==> src/rtl/db_pkg.sv <==
package db_pkg;
  localparam int MSG_W     = 32;
  localparam int TYPE_HI   = 31;
  localparam int TYPE_LO   = 27;
  localparam int BCAST_BIT = 26;

  localparam logic [4:0] MT_DB    = 5'd0;
  localparam logic [4:0] MT_CRIT  = 5'd1;
  localparam logic [4:0] MT_GDB   = 5'd2;
  localparam logic [4:0] MT_GCRIT = 5'd3;
  localparam logic [4:0] MT_GMC   = 5'd4;

  typedef enum logic {OP_SEND = 1'b0, OP_CLEAR = 1'b1} msg_op_e;

  typedef struct packed {
    logic db;
    logic crit;
  } db_class_t;
endpackage

==> src/rtl/db_decode.sv <==
module db_decode import db_pkg::*; #(
  parameter int ID_W = 14
) (
  input  logic [MSG_W-1:0] msg_word_i,
  output db_class_t        class_o,
  output logic             bcast_o,
  output logic [ID_W-1:0]  tag_o
);
  logic [TYPE_HI-TYPE_LO:0] mtype;

  assign mtype   = msg_word_i[TYPE_HI:TYPE_LO];
  assign bcast_o = msg_word_i[BCAST_BIT];
  assign tag_o   = msg_word_i[ID_W-1:0];

  always_comb begin
    class_o = '0;
    case (mtype)
      MT_DB:   class_o.db   = 1'b1;
      MT_CRIT: class_o.crit = 1'b1;
      // guest variants and unknown codes: no action
      MT_GDB, MT_GCRIT, MT_GMC: class_o = '0;
      default: class_o = '0;
    endcase
  end
endmodule

==> src/rtl/db_target.sv <==
module db_target import db_pkg::*; #(
  parameter int NUM_CORES = 4,
  parameter int ID_W      = 14,
  localparam int IDX_W    = $clog2(NUM_CORES)
) (
  input  logic                      clk_i,
  input  logic                      rst_ni,
  input  logic                      valid_i,
  input  logic                      op_i,
  input  db_class_t                 class_i,
  input  logic                      bcast_i,
  input  logic [ID_W-1:0]           tag_i,
  input  logic [IDX_W-1:0]          src_core_i,
  input  logic [NUM_CORES*ID_W-1:0] core_id_i,
  output logic [NUM_CORES-1:0]      set_db_o,
  output logic [NUM_CORES-1:0]      set_crit_o,
  output logic [NUM_CORES-1:0]      clr_db_o,
  output logic [NUM_CORES-1:0]      clr_crit_o
);
  logic is_send, is_clear;
  assign is_send  = valid_i && (op_i == OP_SEND);
  assign is_clear = valid_i && (op_i == OP_CLEAR);

  for (genvar i = 0; i < NUM_CORES; i++) begin : g_core
    logic hit, local_core;
    assign hit        = bcast_i || (core_id_i[i*ID_W +: ID_W] == tag_i);
    assign local_core = (src_core_i == IDX_W'(i));
    assign set_db_o[i]   = is_send  && hit && class_i.db;
    assign set_crit_o[i] = is_send  && hit && class_i.crit;
    assign clr_db_o[i]   = is_clear && local_core && class_i.db;
    assign clr_crit_o[i] = is_clear && local_core && class_i.crit;
  end

  // a clear touches at most one core
  a_r7_clear_local: assert property (@(posedge clk_i) disable iff (!rst_ni)
    $onehot0(clr_db_o | clr_crit_o));
  // a clear never sets
  a_r7_clear_no_set: assert property (@(posedge clk_i) disable iff (!rst_ni)
    ((clr_db_o | clr_crit_o) != '0) |-> ((set_db_o | set_crit_o) == '0));
endmodule

==> src/rtl/db_pend_cell.sv <==
module db_pend_cell (
  input  logic clk_i,
  input  logic rst_ni,
  input  logic set_db_i,
  input  logic set_crit_i,
  input  logic clr_db_i,
  input  logic clr_crit_i,
  input  logic take_db_i,
  input  logic take_crit_i,
  output logic db_q_o,
  output logic crit_q_o,
  output logic notify_o
);
  always_ff @(posedge clk_i or negedge rst_ni) begin
    if (!rst_ni) begin
      db_q_o   <= 1'b0;
      crit_q_o <= 1'b0;
      notify_o <= 1'b0;
    end else begin
      // set has priority over any clear source
      if (set_db_i)                   db_q_o <= 1'b1;
      else if (clr_db_i || take_db_i) db_q_o <= 1'b0;
      if (set_crit_i)                     crit_q_o <= 1'b1;
      else if (clr_crit_i || take_crit_i) crit_q_o <= 1'b0;
      notify_o <= set_db_i || set_crit_i;
    end
  end

  a_r9_set_wins_db: assert property (@(posedge clk_i) disable iff (!rst_ni)
    set_db_i |=> db_q_o);
  a_r9_set_wins_crit: assert property (@(posedge clk_i) disable iff (!rst_ni)
    set_crit_i |=> crit_q_o);
  a_r8_take_clears_db: assert property (@(posedge clk_i) disable iff (!rst_ni)
    (take_db_i && !set_db_i) |=> !db_q_o);
  a_r8_take_clears_crit: assert property (@(posedge clk_i) disable iff (!rst_ni)
    (take_crit_i && !set_crit_i) |=> !crit_q_o);
  a_r10_hold_db: assert property (@(posedge clk_i) disable iff (!rst_ni)
    (!set_db_i && !clr_db_i && !take_db_i) |=> $stable(db_q_o));
  a_r10_hold_crit: assert property (@(posedge clk_i) disable iff (!rst_ni)
    (!set_crit_i && !clr_crit_i && !take_crit_i) |=> $stable(crit_q_o));
endmodule

==> src/rtl/doorbell_dispatch.sv <==
module doorbell_dispatch import db_pkg::*; #(
  parameter int NUM_CORES = 4,
  parameter int ID_W      = 14,
  localparam int IDX_W    = $clog2(NUM_CORES)
) (
  input  logic                      clk_i,
  input  logic                      rst_ni,
  input  logic                      msg_valid_i,
  input  logic                      msg_op_i,
  input  logic [MSG_W-1:0]          msg_word_i,
  input  logic [IDX_W-1:0]          src_core_i,
  input  logic [NUM_CORES*ID_W-1:0] core_id_i,
  input  logic [NUM_CORES-1:0]      take_db_i,
  input  logic [NUM_CORES-1:0]      take_crit_i,
  output logic [NUM_CORES-1:0]      db_pend_o,
  output logic [NUM_CORES-1:0]      crit_pend_o,
  output logic [NUM_CORES-1:0]      irq_notify_o
);
  db_class_t              msg_class;
  logic                   msg_bcast;
  logic [ID_W-1:0]        msg_tag;
  logic [NUM_CORES-1:0]   set_db, set_crit, clr_db, clr_crit;

  db_decode #(.ID_W(ID_W)) u_decode (
    .msg_word_i (msg_word_i),
    .class_o    (msg_class),
    .bcast_o    (msg_bcast),
    .tag_o      (msg_tag)
  );

  db_target #(.NUM_CORES(NUM_CORES), .ID_W(ID_W)) u_target (
    .clk_i      (clk_i),
    .rst_ni     (rst_ni),
    .valid_i    (msg_valid_i),
    .op_i       (msg_op_i),
    .class_i    (msg_class),
    .bcast_i    (msg_bcast),
    .tag_i      (msg_tag),
    .src_core_i (src_core_i),
    .core_id_i  (core_id_i),
    .set_db_o   (set_db),
    .set_crit_o (set_crit),
    .clr_db_o   (clr_db),
    .clr_crit_o (clr_crit)
  );

  for (genvar i = 0; i < NUM_CORES; i++) begin : g_cell
    db_pend_cell u_cell (
      .clk_i       (clk_i),
      .rst_ni      (rst_ni),
      .set_db_i    (set_db[i]),
      .set_crit_i  (set_crit[i]),
      .clr_db_i    (clr_db[i]),
      .clr_crit_i  (clr_crit[i]),
      .take_db_i   (take_db_i[i]),
      .take_crit_i (take_crit_i[i]),
      .db_q_o      (db_pend_o[i]),
      .crit_q_o    (crit_pend_o[i]),
      .notify_o    (irq_notify_o[i])
    );
  end

  // a notify always comes with a raised flag
  a_r5_notify_has_pend: assert property (@(posedge clk_i) disable iff (!rst_ni)
    (irq_notify_o & ~(db_pend_o | crit_pend_o)) == '0);
  // clear operations never notify
  a_r5_clear_no_notify: assert property (@(posedge clk_i) disable iff (!rst_ni)
    (msg_valid_i && msg_op_i) |=> (irq_notify_o == '0));
  // a message with a code above 1 changes no flag
  a_r6_ignored_type: assert property (@(posedge clk_i) disable iff (!rst_ni)
    (msg_valid_i && msg_word_i[TYPE_HI:TYPE_LO] > 5'd1 &&
     take_db_i == '0 && take_crit_i == '0)
    |=> ($stable(db_pend_o) && $stable(crit_pend_o) && irq_notify_o == '0));
endmodule

==> config.mk <==
export PLATFORM = sky130hd
export DESIGN_NAME = doorbell_dispatch
export DESIGN_NICKNAME = d
export VERILOG_FILES = /design/src/rtl/db_pkg.sv /design/src/rtl/db_decode.sv /design/src/rtl/db_target.sv /design/src/rtl/db_pend_cell.sv /design/src/rtl/doorbell_dispatch.sv
export SDC_FILE = /design/constraint.sdc
export NUM_CORES = 1
export LEC_CHECK = 0
export BUFFER_PORTS_ARGS = -buffer_cell sky130_fd_sc_hd__buf_4
export CAP_MARGIN = 10
export CORE_MARGIN = 3
export CORE_UTILIZATION = 34
export DETAILED_ROUTE_END_ITERATION = 7
export GPL_TIMING_DRIVEN = 1
export HOLD_SLACK_MARGIN = 0.08
export PLACE_DENSITY = 0.77
export SETUP_SLACK_MARGIN = 0.3
export SLEW_MARGIN = 20
export SYNTH_ARGS = -nofsm -noshare
export SYNTH_HDL_FRONTEND = slang
export SYNTH_SLANG_ARGS = --single-unit
export TNS_END_PERCENT = 100
==> constraint.sdc <==
create_clock -name clk_i -period 0.8 [get_ports clk_i]
set_clock_uncertainty 0.1 [all_clocks]
set_input_delay 0.12 -clock clk_i [delete_from_list [all_inputs] [get_ports clk_i]]
set_output_delay 0.12 -clock clk_i [all_outputs]
set_load 0.005 [all_outputs]
==> flow_summary.ini <==
[yosys]
synth_area_leaders = xor2_1 (39%), dfrtp_1 (24%), buf_4 (7.2%)
synth_cell_types = 20
synth_seq_cells = 12
synth_top_area_frac = 0.392
avgSynthCellArea_um2 = 9.01
yosysTopAreaCell = xor2_1
netlist_area_mm2 = 0.00125
yosysWarnings = 0
synthCells = 139
synth.net_count = 241
seq_area_frac_synth = 0.240

[min_path]
hp-class = input pin to asynchronous set/reset pin

[floorplan]
row_count = 21
die_w_um = 66.7
die_area_mm2 = 0.00445
ioPinCount = 114
coreArea_mm2 = 0.00344
die_y_um = 66.7
floorplan.initialDensity = 0.364

[clocking]
numCtsBuffers = 3
root_buffer = clkbuf_8
cts_buffer_depth = 2
cts_tree = yes
cts.reportedPaths.clkPinSlew_ns = 0.05
htreeDepth = 1
cts.sink_count = 12
clock_latency_ns = 0.24

[worst_setup_path]
cp_max_fo = 4
crit_slowest_cell = nor4_4
worstSetupEndpointType = flip-flop
critPathKind = input pin to flip-flop
cp_slowest_stage_delay_ns = 0.30
arrival_ns = 1.20
critPathTopFamily = simple AND/OR/NAND/NOR gates
worstPathCellList = buf_6 > nor4_4 > buf_4 > nand3b_4 > or2_4 > o21ai_2
worst-path-buf-inv = 2
worstSetupStartpointType = input pin
required_ns = 0.87

[finish]
drive_above_1_share = 0.654
syn_to_final_growth_pct = 107
layout_common_cells = buf_4 (85), xor2_1 (48), buf_6 (36)
utilization = 0.752
num_antenna_cells = 0
seq_area_um2 = 300
multiInputGateArea_mm2 = 0.00109
num-nets-final = 357
final_common_cell = buf_4
fin_cells = 300
fillers = 242

[sta]
rsz0062_at_grt = true
hold_viol_final = 12
fmax_mhz = 881
setup_ws_ns = -0.335
finalCritPeriodShare = 1.42
tightestPinTransition_ns = 0.345
finalSetupViolCount = 24
whs_ns = -0.396
min_period_ns = 1.13
relSlewSlack = 0.768
finalMaxSlewViolations = 0

[power_and_ir_drop]
total_power_uw = 2260
pwr_density_cell_mw_per_mm2 = 872
peakVddDrop_uv = 481
total_leakage_power_uw = 0.00122

[detailed_routing]
vias = 1503
drc_errors = 0
via_per_inst = 5.01
ant_nets = 0
firstDrtPassIters = 4
drt_iter0_drc = 53
wirelength_mm = 5.06
wire_per_inst_um = 16.9

[global_route]
grtUsageTotal = 0.216
grt_pass1_wl_mm = 7.16
grt_max_degree = 13
grt_overflow = 0
grt_pass1_vias = 1591
antenna_found_initial = 0

[placed_design]
dpl.hpwl_mm = 3.72
io_buffers = 101
place_congestion = 0.927
dp_cells = 292

[run_status]
violations = negative hold slack, negative setup slack
status = finished with violations

[job]
cap_violations = 0
kinds of logic after synthesis:
| logic type | synth area share |
|---|---|
| AO/OA/AOI/OAI | 0.0979 |
| flip-flops | 0.240 |
| AND/OR/NAND/NOR | 0.193 |
| buffers and inverters | 0.0779 |
| XOR/XNOR | 0.392 |
path summary, 6_finish.rpt:
kind | startpoint | end | slack, ns | depth (start not counted)
max | msg_word_i[31] | g_cell[0].u_cell.db_q_o$_DFFE_PN0P_ | -0.33 | 6
min | rst_ni | g_cell[1].u_cell.crit_q_o$_DFFE_PN0P_ | -0.40 | 1
max reg2reg | g_cell[0].u_cell.db_q_o$_DFFE_PN0P_ | g_cell[0].u_cell.db_q_o$_DFFE_PN0P_ | -0.15 | 3
min reg2reg | g_cell[1].u_cell.crit_q_o$_DFFE_PN0P_ | g_cell[1].u_cell.crit_q_o$_DFFE_PN0P_ | 0.55 | 3
max in group asynchronous | rst_ni | g_cell[3].u_cell.notify_o$_DFF_PN0_ | 0.84 | 1
min in group clk_i | take_crit_i[3] | g_cell[3].u_cell.crit_q_o$_DFFE_PN0P_ | 0.04 | 4
what timing repair did:
item / in CTS / in global routing
setup buffers: 3 / 1
gates resized for setup: 54 / 23
endpoints found under the setup margin: 24 / 24
pin swaps: 28 / 22
endpoints found under the hold margin: 19 / 14
through the flow:
step                cell area (um^2)  setup slack [ns]  setup TNS [ns]
floorplan                       1300            -0.386           -3.15
finish                          2590            -0.335           -5.90
global route                    2590            -0.405           -6.85
CTS                             2460            -0.318           -5.74
detailed placement              2130            -0.621           -7.29
global placement                2130            -0.607           -7.03
synthesized netlist by cell type:
cell / count
nand3b_4: 1
nor4_1: 12
o21ai_1: 5
nand3_1: 1
nand2_1: 2
inv_1: 2
nor2b_1: 6
a41oi_1: 4
nand2b_1: 1
xor2_1: 56
buf_4: 12
nor4_4: 1
dfrtp_1: 12
nand4_1: 1
nand4b_1: 2
o311ai_1: 2
or3_1: 1
o21ai_0: 9
or2_4: 1
nor2_1: 8
routing by layer:
metal  up-vias  GRT usage  wire length (um)
met5         -          0                 0
met4         0     0.0711               144
met3        17     0.0675               530
met2        91      0.402              2750
met1       702      0.228              1630
li1        693          -                 -
cell type report:
cell class,count,share of cell area
Multi-Input combinational cell,113,0.421
Timing Repair Buffer,123,0.417
Sequential cell,12,0.116
Tap cell,46,0.0222
Clock buffer,4,0.0213
Inverter,2,0.00290
report_power, final:
part | switching (uW) | internal (uW) | total (uW)
Clock | 231 | 435 | 667
Combinational | 432 | 543 | 975
Sequential | 2.60 | 612 | 614
Total | 666 | 1590 | 2260
state kept, by name, summed over array words and instances, names as in the netlist:
name	cells
g_cell.u_cell.crit_q_o	4
g_cell.u_cell.db_q_o	4
g_cell.u_cell.notify_o	4
No activity file was read; power rests on OpenSTA's default activity.
